`src/rtl/blkreg_pkg.sv`:
```
package blkreg_pkg;

  typedef enum logic [2:0] {
    PH_IDLE,
    PH_ADDR,
    PH_INDEX,
    PH_WDATA,
    PH_RDATA,
    PH_IGNORE
  } phase_t;

  // Power-on content of register i.
  function automatic logic [7:0] reg_default(input int unsigned i);
    return 8'((i * 29) + 5);
  endfunction

  // Begin index reduced into the implemented range.
  function automatic int unsigned idx_wrap(input logic [7:0] m, input int unsigned n);
    return 32'(m) % n;
  endfunction

  // Successor of a register index, wrapping to zero past the last one.
  function automatic int unsigned idx_next(input int unsigned i, input int unsigned n);
    return ((i + 1) >= n) ? 0 : i + 1;
  endfunction

endpackage

```
`src/rtl/blkreg_sampler.sv`:
```
module blkreg_sampler (
  input  logic clk,
  input  logic rst_n,
  input  logic scl_i,
  input  logic sda_i,
  output logic scl_s,
  output logic sda_s,
  output logic scl_rise,
  output logic scl_fall,
  output logic start_det,
  output logic stop_det
);

  // [0],[1] form the synchronizer, [2] holds the previous synchronized value
  logic [2:0] scl_sh;
  logic [2:0] sda_sh;

  always_ff @(posedge clk or negedge rst_n) begin
    if (!rst_n) begin
      scl_sh <= 3'b111;
      sda_sh <= 3'b111;
    end else begin
      scl_sh <= {scl_sh[1:0], scl_i};
      sda_sh <= {sda_sh[1:0], sda_i};
    end
  end

  assign scl_s     = scl_sh[1];
  assign sda_s     = sda_sh[1];
  assign scl_rise  = scl_sh[1] & ~scl_sh[2];
  assign scl_fall  = ~scl_sh[1] & scl_sh[2];
  assign start_det = scl_sh[1] & scl_sh[2] & ~sda_sh[1] & sda_sh[2];
  assign stop_det  = scl_sh[1] & scl_sh[2] & sda_sh[1] & ~sda_sh[2];

endmodule

```
`src/rtl/blkreg_bank.sv`:
```
module blkreg_bank
  import blkreg_pkg::*;
#(
  parameter int NUM_REGS = 8,
  parameter int IDX_W    = 3
) (
  input  logic                  clk,
  input  logic                  rst_n,
  input  logic                  wr_en,
  input  logic [IDX_W-1:0]      wr_idx,
  input  logic [7:0]            wr_data,
  input  logic [IDX_W-1:0]      rd_idx,
  output logic [7:0]            rd_data,
  output logic [NUM_REGS*8-1:0] regs_flat
);

  for (genvar g = 0; g < NUM_REGS; g++) begin : g_reg
    logic [7:0] q;
    always_ff @(posedge clk or negedge rst_n) begin
      if (!rst_n) q <= reg_default(g);
      else if (wr_en && (wr_idx == IDX_W'(g))) q <= wr_data;
    end
    assign regs_flat[g*8 +: 8] = q;
  end

  always_comb begin
    rd_data = 8'h00;
    for (int i = 0; i < NUM_REGS; i++) begin
      if (rd_idx == IDX_W'(i)) rd_data = regs_flat[i*8 +: 8];
    end
  end

  // The index logic upstream must never point outside the bank
  assert_wr_in_range_R7: assert property (@(posedge clk) disable iff (!rst_n)
    wr_en |-> (32'(wr_idx) < NUM_REGS));
  assert_rd_in_range_R7: assert property (@(posedge clk) disable iff (!rst_n)
    32'(rd_idx) < NUM_REGS);

endmodule

```
`src/rtl/blkreg_slave.sv`:
```
module blkreg_slave
  import blkreg_pkg::*;
#(
  parameter int         NUM_REGS = 8,
  parameter logic [6:0] DEV_ADDR = 7'h69
) (
  input  logic                  clk,
  input  logic                  rst_n,
  input  logic                  scl_i,
  input  logic                  sda_i,
  output logic                  sda_oe_o,
  output logic [NUM_REGS*8-1:0] regs_o
);

  localparam int         IDX_W      = (NUM_REGS > 1) ? $clog2(NUM_REGS) : 1;
  localparam logic [7:0] COUNT_BYTE = 8'(NUM_REGS);

  logic scl_s, sda_s, scl_rise, scl_fall, start_det, stop_det;

  blkreg_sampler u_sampler (
    .clk       (clk),
    .rst_n     (rst_n),
    .scl_i     (scl_i),
    .sda_i     (sda_i),
    .scl_s     (scl_s),
    .sda_s     (sda_s),
    .scl_rise  (scl_rise),
    .scl_fall  (scl_fall),
    .start_det (start_det),
    .stop_det  (stop_det)
  );

  phase_t           phase_q;
  logic [3:0]       bitcnt_q;   // 0..8 data bits seen, 9 after the ack bit
  logic [7:0]       shreg_q;
  logic             sda_oe_q;
  logic             rw_q;
  logic             host_ack_q;
  logic [IDX_W-1:0] idx_q;
  logic [7:0]       rd_data;

  // Named events used by the datapath and the assertions
  logic active, byte_end, ack_end, addr_hit, tx_stop, wr_en;
  assign active   = phase_q inside {PH_ADDR, PH_INDEX, PH_WDATA, PH_RDATA};
  assign byte_end = active && scl_fall && (bitcnt_q == 4'd8);
  assign ack_end  = active && scl_fall && (bitcnt_q == 4'd9);
  assign addr_hit = (shreg_q[7:1] == DEV_ADDR);
  assign tx_stop  = ack_end && (phase_q == PH_RDATA) && !host_ack_q;
  assign wr_en    = byte_end && (phase_q == PH_WDATA);

  blkreg_bank #(.NUM_REGS(NUM_REGS), .IDX_W(IDX_W)) u_bank (
    .clk       (clk),
    .rst_n     (rst_n),
    .wr_en     (wr_en),
    .wr_idx    (idx_q),
    .wr_data   (shreg_q),
    .rd_idx    (idx_q),
    .rd_data   (rd_data),
    .regs_flat (regs_o)
  );

  always_ff @(posedge clk or negedge rst_n) begin
    if (!rst_n) begin
      phase_q    <= PH_IDLE;
      bitcnt_q   <= 4'd0;
      shreg_q    <= 8'h00;
      sda_oe_q   <= 1'b0;
      rw_q       <= 1'b0;
      host_ack_q <= 1'b0;
      idx_q      <= '0;
    end else if (start_det) begin
      phase_q  <= PH_ADDR;
      bitcnt_q <= 4'd0;
      sda_oe_q <= 1'b0;
    end else if (stop_det) begin
      phase_q  <= PH_IDLE;
      bitcnt_q <= 4'd0;
      sda_oe_q <= 1'b0;
    end else if (active && scl_rise) begin
      if (bitcnt_q < 4'd8) begin
        if (phase_q != PH_RDATA) shreg_q <= {shreg_q[6:0], sda_s};
        bitcnt_q <= bitcnt_q + 4'd1;
      end else if (bitcnt_q == 4'd8) begin
        host_ack_q <= ~sda_s;
        bitcnt_q   <= 4'd9;
      end
    end else if (active && scl_fall) begin
      if (phase_q == PH_RDATA) begin
        if (bitcnt_q >= 4'd1 && bitcnt_q <= 4'd7) begin
          shreg_q  <= {shreg_q[6:0], 1'b0};
          sda_oe_q <= ~shreg_q[6];
        end else if (bitcnt_q == 4'd8) begin
          sda_oe_q <= 1'b0;
        end else if (bitcnt_q == 4'd9) begin
          if (host_ack_q) begin
            shreg_q  <= rd_data;
            sda_oe_q <= ~rd_data[7];
            idx_q    <= IDX_W'(idx_next(32'(idx_q), NUM_REGS));
            bitcnt_q <= 4'd0;
          end else begin
            sda_oe_q <= 1'b0;
            phase_q  <= PH_IGNORE;
          end
        end
      end else if (bitcnt_q == 4'd8) begin
        case (phase_q)
          PH_ADDR: begin
            if (addr_hit) begin
              sda_oe_q <= 1'b1;
              rw_q     <= shreg_q[0];
            end else begin
              phase_q <= PH_IGNORE;
            end
          end
          PH_INDEX: begin
            idx_q    <= IDX_W'(idx_wrap(shreg_q, NUM_REGS));
            sda_oe_q <= 1'b1;
          end
          default: begin  // PH_WDATA: bank stores shreg_q at idx_q this cycle
            idx_q    <= IDX_W'(idx_next(32'(idx_q), NUM_REGS));
            sda_oe_q <= 1'b1;
          end
        endcase
      end else if (bitcnt_q == 4'd9) begin
        bitcnt_q <= 4'd0;
        sda_oe_q <= 1'b0;
        if (phase_q == PH_ADDR) begin
          if (rw_q) begin
            phase_q  <= PH_RDATA;
            shreg_q  <= COUNT_BYTE;
            sda_oe_q <= ~COUNT_BYTE[7];
          end else begin
            phase_q <= PH_INDEX;
          end
        end else if (phase_q == PH_INDEX) begin
          phase_q <= PH_WDATA;
        end
      end
    end
  end

  assign sda_oe_o = sda_oe_q;

  // Ack held low across the whole ninth clock of an accepted received byte
  assert_ack_held_R3: assert property (@(posedge clk) disable iff (!rst_n)
    ((phase_q inside {PH_ADDR, PH_INDEX, PH_WDATA}) && bitcnt_q == 4'd9) |-> sda_oe_q);

  // Rejected or finished transactions keep the line released
  assert_ignore_quiet_R2: assert property (@(posedge clk) disable iff (!rst_n)
    (phase_q == PH_IGNORE || phase_q == PH_IDLE) |-> !sda_oe_q);

  assert_nack_release_R6: assert property (@(posedge clk) disable iff (!rst_n)
    tx_stop |=> (!sda_oe_q && phase_q == PH_IGNORE));

  assert_start_to_addr_R8: assert property (@(posedge clk) disable iff (!rst_n)
    start_det |=> (phase_q == PH_ADDR && bitcnt_q == 4'd0 && !sda_oe_q));

  assert_count_first_R5: assert property (@(posedge clk) disable iff (!rst_n)
    (ack_end && phase_q == PH_ADDR && rw_q) |=> (phase_q == PH_RDATA && shreg_q == COUNT_BYTE));

  assert_sda_low_phase_R9: assert property (@(posedge clk) disable iff (!rst_n)
    !$stable(sda_oe_q) |-> !$past(scl_s));

endmodule

```
`config.mk`:
```
export PLATFORM = sky130hd
export DESIGN_NAME = blkreg_slave
export DESIGN_NICKNAME = d
export VERILOG_FILES = /design/src/rtl/blkreg_pkg.sv /design/src/rtl/blkreg_sampler.sv /design/src/rtl/blkreg_bank.sv /design/src/rtl/blkreg_slave.sv
export SDC_FILE = /design/constraint.sdc
export NUM_CORES = 1
export LEC_CHECK = 0
export BUFFER_PORTS_ARGS = -buffer_cell sky130_fd_sc_hd__buf_4
export CAP_MARGIN = 20
export CORE_MARGIN = 8
export CORE_UTILIZATION = 42
export CTS_BUF_LIST = sky130_fd_sc_hd__clkbuf_2
export CTS_CLUSTER_SIZE = 25
export DETAILED_ROUTE_END_ITERATION = 7
export SLEW_MARGIN = 5
export SYNTH_ARGS = -nofsm -noshare
export SYNTH_HDL_FRONTEND = slang
export SYNTH_HIERARCHICAL = 1
export SYNTH_SLANG_ARGS = --single-unit
```
`constraint.sdc`:
```
create_clock -name clk -period 2.95 [get_ports clk]
set_input_delay 0.295 -clock clk [delete_from_list [all_inputs] [get_ports clk]]
set_output_delay 0.295 -clock clk [all_outputs]
set_load 0.005 [all_outputs]
```
==> impl_metrics.yaml <==
sta:
  setup_slack_ns: 0.2562
  finalHoldViolations: 0
  tns_ns: 0
  worstMarginPinSlew_ns: 0.7380
  setup-violations-final: 0
  slew_violations: 0
  timing.hold.ws_ns: 0.1590
  period_minus_slack_ns: 2.694
  max-slew-margin-rel_pct: 50.42
  rsz0062_at_grt: "false"
  fmax_mhz: 371.2
  post-route-period-util_pct: 91.31
  skew_ns: 0.04212
synth:
  synth-edff-count: 0
  yosysMostFrequentCell: "mux2_2"
  yosys.area.top_type: "dfrtp_1"
  synthesis.nets: 364
  yosys.area.top_type_share_pct: 27.77
  syn_area_um2: 4866
  synth-main-ff-cell: "dfrtp_1"
  ys_warn_count: 6
  yosysUniqueCellTypes: 64
  yosys-top-cells-area: "dfrtp_1 (28%), dfstp_2 (20%), mux2_2 (17%)"
  synth_common_cells: "mux2_2 (73), dfrtp_1 (54), dfstp_2 (37)"
  async_flop_share_pct: 100.0
  seq_area_frac_synth_pct: 47.75
  syn_inst: 356
  ys_ff_latch: 91
  syn_avg_cell_area_um2: 13.67
clocking:
  cts-resized-gates: 0
  cts_tree: "yes"
  clk_path_buf_depth: 2
  h-tree-depth: 3
  cts_buffers: 9
  clock_latency_ns: 0.58
  clk_pin_slew_ns: 0.26
  cts_root_buffer: "clkbuf_2"
  numClockSinks: 91
  cts_setup_buffers: 0
cells_and_area:
  fin_nets: 445
  area_growth_syn_to_layout_pct: 16.89
  diodes: 0
  drive_gt1_share_pct: 53.85
  design_area_um2: 5688
  fill_cells: 1037
job:
  cap_viol_max_count: 0
pwr:
  p_comb_share_pct: 17.7
  p_leak_nw: 2.569
  ir_drop_mv: 0.3018
  switchingPower_uw: 787.6
  intPower_mw: 1.602
  p_clk_share_pct: 23.3
  p_per_area_nw_per_um2: 420.2
  pwr-share-seq_pct: 59.0
  sw_frac_of_total_pct: 32.95
floorplanning:
  core-area_um2: 11370
  io_pins: 69
  die_h_um: 123.6
  initial_utilization_pct: 42.80
  dieArea_um2: 15290
  num_rows: 39
  die_x_um: 123.6
global_routing:
  grt_antenna_before_repair: 0
  grt.busiest_layer: "met2"
  met1_usage_pct: 20.61
  use_met2_pct: 27.90
  track_usage_pct: 16.55
  gr-usage-met3_pct: 3.083
  grt_max_degree: 57
  overflow: 0
  grt_pass1_vias: 3439
  grt_pass1_wl_mm: 19.32
placed_design:
  post-dp-hpwl_mm: 8.819
  gp_congestion: 0.8247
  place_ws_ns: 0.3057
  dpl-instance-area_um2: 5565
  portBuffers: 68
setup_path:
  arrival_ns: 3.18
  criticalPathCategory: "flip-flop to flip-flop"
  cp_max_fo: 8
  startpoint_type: "flip-flop"
  worst_setup_path_end_kind: "flip-flop"
  critPathRequiredTime_ns: 3.43
hold_path:
  hold_path.class: "primary input to asynchronous set/reset pin"
routing:
  drcViolationCount: 0
  wl_per_cell_um: 20.74
  ant_nets: 0
  firstDrtPassIters: 4
  vias: 3315
  viasPerCell: 5.667
  drtIter0Drc: 146
  routed_wl_mm: 12.13
run_status:
  status: "completed"
-- layer usage --
layer	vias up	wire length (um)	share of wire (%)
met5	-	0	0
li1	1508	-	-
met1	1731	5355	44
met4	0	229	1.9
met2	64	6176	51
met3	12	371	3.1
-- flip-flops by register name (all words and copies together), names as in the netlist --
signal	count
rw_q	1
idx_q	3
phase_q	3
u_bank/g.q	64
sda_oe_o	1
u_sampler/scl_sh	3
shreg_q	8
u_sampler/sda_sh	3
bitcnt_q	4
host_ack_q	1
-- cell families after synthesis --
kind of cell	after synthesis	synth area share, %
AO/OA/AOI/OAI	55	8.820
XOR/XNOR	1	0.1800
adder cells (fa/ha/maj)	4	1.029
buffers and inverters	27	3.368
flip-flops	91	47.75
multiplexers	103	28.18
AND/OR/NAND/NOR	75	10.67
-- per-stage QoR --
stage          total power, mW  utilization [%]  cells
6_report                 2.390            50.03    585
5_1_grt                  2.509            50.03    585
4_1_cts                  2.416            50.03    585
3_5_place_dp             1.845            48.95    566
3_3_place_gp             1.828            48.95    566
2_1_floorplan            1.709                -    356
-- layout by cell type, fill, tap and decap left out, drive strengths merged, types with 3 or more instances in the layout --
| cell type | count |
|---|---|
| mux2i | 8 |
| a31oi | 3 |
| o21ai | 5 |
| a21oi | 15 |
| mux2 | 80 |
| clkbuf | 11 |
| nand2b | 7 |
| dfstp | 37 |
| nand4b | 4 |
| inv | 10 |
| nor3b | 5 |
| nand3b | 3 |
| nor4 | 3 |
| o32a | 3 |
| and4b | 4 |
| dfrtp | 54 |
| dlygate4sd3 | 3 |
| buf | 85 |
| nor2b | 4 |
| nor3 | 5 |
| a211oi | 3 |
| a22o | 6 |
| ha | 4 |
| nor2 | 10 |
| nand2 | 12 |
| mux4 | 15 |
| nand3 | 5 |
-- final timing paths --
| kind | startpoint | endpoint | slack, ns | cells after the start |
|---|---|---|---|---|
| max | bitcnt_q[1]$_DFFE_PN0P_ | u_bank/g_reg[1].q[3]$_DFFE_PN0P_ | 0.26 | 8 |
| min | rst_n | sda_oe_o$_DFFE_PN0P_ | 0.16 | 2 |
| max reg2reg | bitcnt_q[1]$_DFFE_PN0P_ | u_bank/g_reg[1].q[3]$_DFFE_PN0P_ | 0.26 | 8 |
| min reg2reg | u_sampler/sda_sh[0]$_DFF_PN1_ | u_sampler/sda_sh[1]$_DFF_PN1_ | 0.37 | 0 |
| max in group asynchronous | rst_n | u_sampler/scl_sh[1]$_DFF_PN1_ | 2.05 | 3 |
| min in group clk | u_sampler/sda_sh[0]$_DFF_PN1_ | u_sampler/sda_sh[1]$_DFF_PN1_ | 0.37 | 0 |
-- critical path, stage by stage, from the launching register on --
cell and delay [ns]:
dfrtp_1 0.48, inv_1 0.11, ha_1 0.29, and3b_1 0.26
and2_1 0.16, and4b_1 0.38, nand2b_4 0.13, nor3b_4 0.44
mux2_2 0.39
-- final cells by class --
class	count	area, um^2	share of cell area, %
Clock buffer	11	55.05	0.9679
Sequential cell	91	2323	40.85
Tap cell	143	178.9	3.146
Timing Repair Buffer	88	680.7	11.97
Multi-Input combinational cell	238	2379	41.82
Clock inverter	5	37.54	0.6599
Inverter	9	33.78	0.5939
-- timing repair --
action                     4_1_cts  5_1_grt
hold buffers                     3        0
setup endpoints to repair        0        0
hold endpoints to repair        37        0
-- power by group through the flow --
| stage | Sequential (mW) | Combinational [mW] | Clock (mW) |
|---|---|---|---|
| 5_1_grt | 1.42 | 0.463 | 0.622 |
| 3_3_place_gp | 1.42 | 0.404 | 0 |
| 4_1_cts | 1.41 | 0.422 | 0.584 |
| 2_1_floorplan | 1.37 | 0.340 | 0 |
| 6_report | 1.41 | 0.422 | 0.557 |
| 3_5_place_dp | 1.43 | 0.417 | 0 |
No activity file was read; power rests on OpenSTA's default activity.
